File: config.mk
export PLATFORM = sky130hd
export DESIGN_NAME = irq_req_latch
export DESIGN_NICKNAME = d
export VERILOG_FILES = /design/src/rtl/irq_latch_pkg.sv /design/src/rtl/irq_sync_chain.sv /design/src/rtl/irq_trig_mode_reg.sv /design/src/rtl/irq_pend_core.sv /design/src/rtl/irq_req_latch.sv
export SDC_FILE = /design/constraint.sdc
export NUM_CORES = 1
export LEC_CHECK = 0
export CORE_MARGIN = 2
export CORE_UTILIZATION = 40
export DETAILED_ROUTE_END_ITERATION = 8
export GPL_TIMING_DRIVEN = 1
export PLACE_DENSITY_LB_ADDON = 0.08
export SYNTH_ARGS = -nofsm -noshare
export SYNTH_HDL_FRONTEND = slang
export SYNTH_SLANG_ARGS = --single-unit
export TNS_END_PERCENT = 10
File: constraint.sdc
create_clock -name clk -period 1 [get_ports clk]
set_clock_uncertainty 0.1 [all_clocks]
set_input_delay 0.1 -clock clk [delete_from_list [all_inputs] [get_ports clk]]
set_output_delay 0.1 -clock clk [all_outputs]
set_load 0.02 [all_outputs]
File: src/rtl/irq_latch_pkg.sv
package irq_latch_pkg;

    typedef enum logic {
        TRIG_EDGE  = 1'b0,
        TRIG_LEVEL = 1'b1
    } trig_mode_e;

    typedef struct packed {
        logic pend;
        logic last;
    } line_state_t;

    // Next state of one request line from its sensing mode, its synchronized
    // input, the clear strobe and its current state.
    function automatic line_state_t line_next(
        input trig_mode_e  mode,
        input logic        in_now,
        input logic        clr,
        input line_state_t cur
    );
        line_state_t nx;
        nx = cur;
        if (mode == TRIG_LEVEL) begin
            nx.pend = in_now;
            nx.last = in_now;
        end else begin
            if (clr) begin
                nx.pend = 1'b0;
            end
            if (in_now && !cur.last) begin
                nx.pend = 1'b1;
            end
            nx.last = in_now;
        end
        return nx;
    endfunction

endpackage

File: src/rtl/irq_sync_chain.sv
module irq_sync_chain #(
    parameter int N_LINES = 8,
    parameter int STAGES  = 2
) (
    input  logic               clk,
    input  logic               rst_n,
    input  logic [N_LINES-1:0] raw_i,
    output logic [N_LINES-1:0] sync_o
);
    localparam int LAST_STAGE = STAGES - 1;

    logic [STAGES-1:0][N_LINES-1:0] stage_d, stage_q;

    always_comb begin
        stage_d[0] = raw_i;
        for (int k = 1; k < STAGES; k++) begin
            stage_d[k] = stage_q[k-1];
        end
    end

    always_ff @(posedge clk or negedge rst_n) begin
        if (!rst_n) begin
            stage_q <= '0;
        end else begin
            stage_q <= stage_d;
        end
    end

    assign sync_o = stage_q[LAST_STAGE];
endmodule

File: src/rtl/irq_trig_mode_reg.sv
module irq_trig_mode_reg #(
    parameter int                 N_LINES   = 8,
    parameter logic [N_LINES-1:0] MODE_MASK = 8'hFB
) (
    input  logic               clk,
    input  logic               rst_n,
    input  logic               wr_en,
    input  logic [N_LINES-1:0] wr_data,
    output logic [N_LINES-1:0] mode_o
);
    logic [N_LINES-1:0] mode_d, mode_q;

    always_comb begin
        mode_d = mode_q;
        if (wr_en) begin
            mode_d = wr_data & MODE_MASK;
        end
    end

    always_ff @(posedge clk or negedge rst_n) begin
        if (!rst_n) begin
            mode_q <= '0;
        end else begin
            mode_q <= mode_d;
        end
    end

    assign mode_o = mode_q;
endmodule

File: src/rtl/irq_pend_core.sv
module irq_pend_core
    import irq_latch_pkg::*;
#(
    parameter int N_LINES = 8
) (
    input  logic               clk,
    input  logic               rst_n,
    input  logic [N_LINES-1:0] sync_i,
    input  logic [N_LINES-1:0] mode_i,
    input  logic [N_LINES-1:0] clr_i,
    output logic [N_LINES-1:0] pend_o,
    output logic [N_LINES-1:0] last_o
);
    line_state_t [N_LINES-1:0] st_d, st_q;

    always_comb begin
        for (int i = 0; i < N_LINES; i++) begin
            st_d[i] = line_next(trig_mode_e'(mode_i[i]), sync_i[i], clr_i[i], st_q[i]);
        end
    end

    always_ff @(posedge clk or negedge rst_n) begin
        if (!rst_n) begin
            st_q <= '0;
        end else begin
            st_q <= st_d;
        end
    end

    for (genvar g = 0; g < N_LINES; g++) begin : g_out
        assign pend_o[g] = st_q[g].pend;
        assign last_o[g] = st_q[g].last;
    end
endmodule

File: src/rtl/irq_req_latch.sv
module irq_req_latch #(
    parameter int           N_LINES     = 8,
    parameter int           SYNC_STAGES = 2,
    parameter logic [N_LINES-1:0] MODE_MASK = 8'hFB
) (
    input  logic               clk,
    input  logic               rst_n,
    input  logic [N_LINES-1:0] line_in,
    input  logic               mode_wr_en,
    input  logic [N_LINES-1:0] mode_wr_data,
    output logic [N_LINES-1:0] mode_rd_data,
    input  logic [N_LINES-1:0] ack_clr,
    output logic [N_LINES-1:0] pend_o
);
    logic [N_LINES-1:0] sync_w;
    logic [N_LINES-1:0] mode_w;
    logic [N_LINES-1:0] last_w;

    irq_sync_chain #(
        .N_LINES (N_LINES),
        .STAGES  (SYNC_STAGES)
    ) u_sync (
        .clk    (clk),
        .rst_n  (rst_n),
        .raw_i  (line_in),
        .sync_o (sync_w)
    );

    irq_trig_mode_reg #(
        .N_LINES   (N_LINES),
        .MODE_MASK (MODE_MASK)
    ) u_mode (
        .clk     (clk),
        .rst_n   (rst_n),
        .wr_en   (mode_wr_en),
        .wr_data (mode_wr_data),
        .mode_o  (mode_w)
    );

    irq_pend_core #(
        .N_LINES (N_LINES)
    ) u_core (
        .clk    (clk),
        .rst_n  (rst_n),
        .sync_i (sync_w),
        .mode_i (mode_w),
        .clr_i  (ack_clr),
        .pend_o (pend_o),
        .last_o (last_w)
    );

    assign mode_rd_data = mode_w;
endmodule

==> impl_metrics.env <==
export IMPL_violations="setup timing"
export IMPL_tns_ns=-1.41
export IMPL_rows=20
export IMPL_drtPass1Iterations=2
export IMPL_cts_buffers=5
export IMPL_grt_first_pass_wirelength_mm=3.66
export IMPL_drc=0
export IMPL_synthesis_nets=100
export IMPL_area_delta_synth_final_pct=45.0
export IMPL_synth_seq_cells=39
export IMPL_core_um2=3000
export IMPL_num_vias=777
export IMPL_synth_simple_gate_area_frac=0.0590
export IMPL_fin_nets=157
export IMPL_final_cell_mix="dfrtp_1 (39), clkdlybuf4s50_1 (24), buf_2 (13)"
export IMPL_hpwl_mm=1.53
export IMPL_start_util=0.417
export IMPL_cpMaxStageDelayCell="dfrtp_1"
export IMPL_final_util=0.604
export IMPL_max_cap_violations=0
export IMPL_cts_tree="built"
export IMPL_fin_crit_sh=1.11
export IMPL_clock_sinks=39
export IMPL_gp_congestion=0.663
export IMPL_die_area_um2=3590
export IMPL_rrSetupSlack_ns=-0.06
export IMPL_outcome="finished with violations"
export IMPL_hold_class="primary input to flip-flop"
export IMPL_diodes=0
export IMPL_post_drt_wl_per_cell_um=13.7
export IMPL_die_h_um=59.9
export IMPL_yosysWarningCount=0
export IMPL_netlist_instances=73
export IMPL_grt_antenna_before_repair=0
export IMPL_slowest_delay_ns=0.43
export IMPL_vias_per_cell=4.80
export IMPL_clock_path_buffers=2
export IMPL_p_leak_nw=0.871
export IMPL_cts_root_buffer="clkbuf_4"
export IMPL_critical_path_cell_chain="buf_6"
export IMPL_hold_violations=0
export IMPL_synth_area_per_cell_um2=17.1
export IMPL_fin_area_um2=1810
export IMPL_io_buffers=40
export IMPL_synth_xor_area_frac=0
export IMPL_crit_family="flip-flops"
export IMPL_worstSetupStartpointType="flip-flop"
export IMPL_power_mw=2.95
export IMPL_ir_worst_vdd_v=0.000742
export IMPL_setup_viol=23
export IMPL_synth_area_leaders="dfrtp_1 (78%), mux2_4 (8.4%), a22o_1 (4.2%)"
export IMPL_ys_types=12
export IMPL_grt_pass1_vias=836
export IMPL_synthMuxAreaShare=0.0840
export IMPL_synth_fa_ha_area_frac=0
export IMPL_ant_nets=0
export IMPL_die_x_um=59.9
export IMPL_cp_num_buf_inv=1
export IMPL_crit_fanout=4
export IMPL_timing_final_ws_setup_ns=-0.107
export IMPL_maxSlewViolCount=0
export IMPL_drtIter0Drc=23
export IMPL_path_class="flip-flop to output pin"
export IMPL_drt_wl_total_mm=2.22
export IMPL_required_ns=0.80
export IMPL_post_cts_buffers=0
export IMPL_path_clk_slew_ns=0.10
export IMPL_placed_area_um2=1780
export IMPL_fin_crit_ns=1.11
export IMPL_crit_arrival_ns=0.91
export IMPL_synth_top_family_by_area="multiplexers"
export IMPL_syn_area_um2=1250
export IMPL_grt_overflow=0
export IMPL_dp_cells=155
export IMPL_synth_largest_area_cell="dfrtp_1"
export IMPL_drive_gt1_frac=0.326
export IMPL_htree_levels=2
export IMPL_yosysSeqAreaShare=0.780
export IMPL_powerDensity_nw_per_um2=1630
export IMPL_rsz0062_at_grt="true"
export IMPL_grt_start_max_net_pins=40
export IMPL_crit_path_end_kind="output pin"
export IMPL_synth_compound_area_frac=0.0530
export IMPL_max_freq_mhz=903
export IMPL_final_cell_count_no_fill=162
export IMPL_clock_latency_ns=0.33
export IMPL_synth_top_area_share=0.780
export IMPL_grt_use_total=0.147
export IMPL_mostFrequentLayoutCell="dfrtp_1"
export IMPL_io_pins=43
==> where the power goes <==
group | switching [mW] | internal (mW) | leakage (nW)
sequential | 0.0588 | 1.69 | 0.457
combinational | 0.213 | 0.307 | 0.389
clock | 0.436 | 0.250 | 0.0242
==> cell usage after synthesis <==
library cell	number
a21o_1	1
a22o_1	6
buf_4	1
buf_6	1
conb_1	1
dfrtp_1	39
inv_1	2
mux2_4	7
nand2b_1	7
nor2_1	6
nor3b_1	1
o22ai_1	1
==> flip-flops by register name (all words and copies together), names as in the netlist <==
register and flops:
u_core.last_o 8, u_sync.stage_d 8, u_core.pend_o 8, u_mode.mode_o 7
u_sync.sync_o 8
==> cells by family (layout without fill, tap and decap cells) <==
| logic type | count (synthesis) | in the layout |
|---|---|---|
| buffers and inverters | 4 | 60 |
| muxes | 7 | 7 |
| AOI/OAI and AO/OA | 8 | 8 |
| other | 1 | 1 |
| and+or+nand+nor | 14 | 14 |
| DFF | 39 | 39 |
==> layer usage <==
layer,track usage,vias to the layer above,wire [um]
li1,-,354,-
met4,0.0952,0,54
met1,0.165,388,874
met5,0,-,0
met2,0.239,27,1140
met3,0.0498,8,144
==> what timing repair did <==
action | in CTS | in global routing
endpoints found under the setup margin | 25 | 28
hold buffers | 1 | 0
pin swaps | 1 | 0
gates resized for setup | 67 | 8
gates cloned | 0 | 0
endpoints found under the hold margin | 39 | 0
==> per-stage QoR <==
| stage | setup slack [ns] | hold WS, ns |
|---|---|---|
| after floorplan | 0.00113 | -0.296 |
| after global placement | -0.270 | -0.0211 |
| after detailed placement | -0.275 | -0.0185 |
| after CTS | -0.134 | 0.0849 |
| after global routing | -0.173 | 0.0710 |
| final | -0.107 | 0.103 |
==> cell type report <==
type | count | area (um2)
clock buffers | 6 | 41.3
fillers | 243 | 1190
inverters | 2 | 7.51
multi-input cells | 30 | 269
flip-flops and latches | 39 | 976
well taps | 33 | 41.3
repair buffers | 52 | 479
==> path summary, 6_finish.rpt <==
| path | cells past startpoint | end | start |
|---|---|---|---|
| worst max-delay path | 1 | mode_rd_data[7] | u_mode.mode_o[7]$_DFFE_PN0P_ |
| worst min register to register | 0 | u_sync.sync_o[4]$_DFF_PN0_ | u_sync.stage_d[12]$_DFF_PN0_ |
| min in group asynchronous | 3 | u_core.pend_o[4]$_DFFE_PN0P_ | rst_n |
| worst min-delay path | 1 | u_sync.stage_d[15]$_DFF_PN0_ | line_in[7] |
| max in group asynchronous | 3 | u_sync.sync_o[5]$_DFF_PN0_ | rst_n |
| worst max register to register | 3 | u_core.pend_o[1]$_DFFE_PN0P_ | u_mode.mode_o[1]$_DFFE_PN0P_ |
No activity file was read; power rests on OpenSTA's default activity.
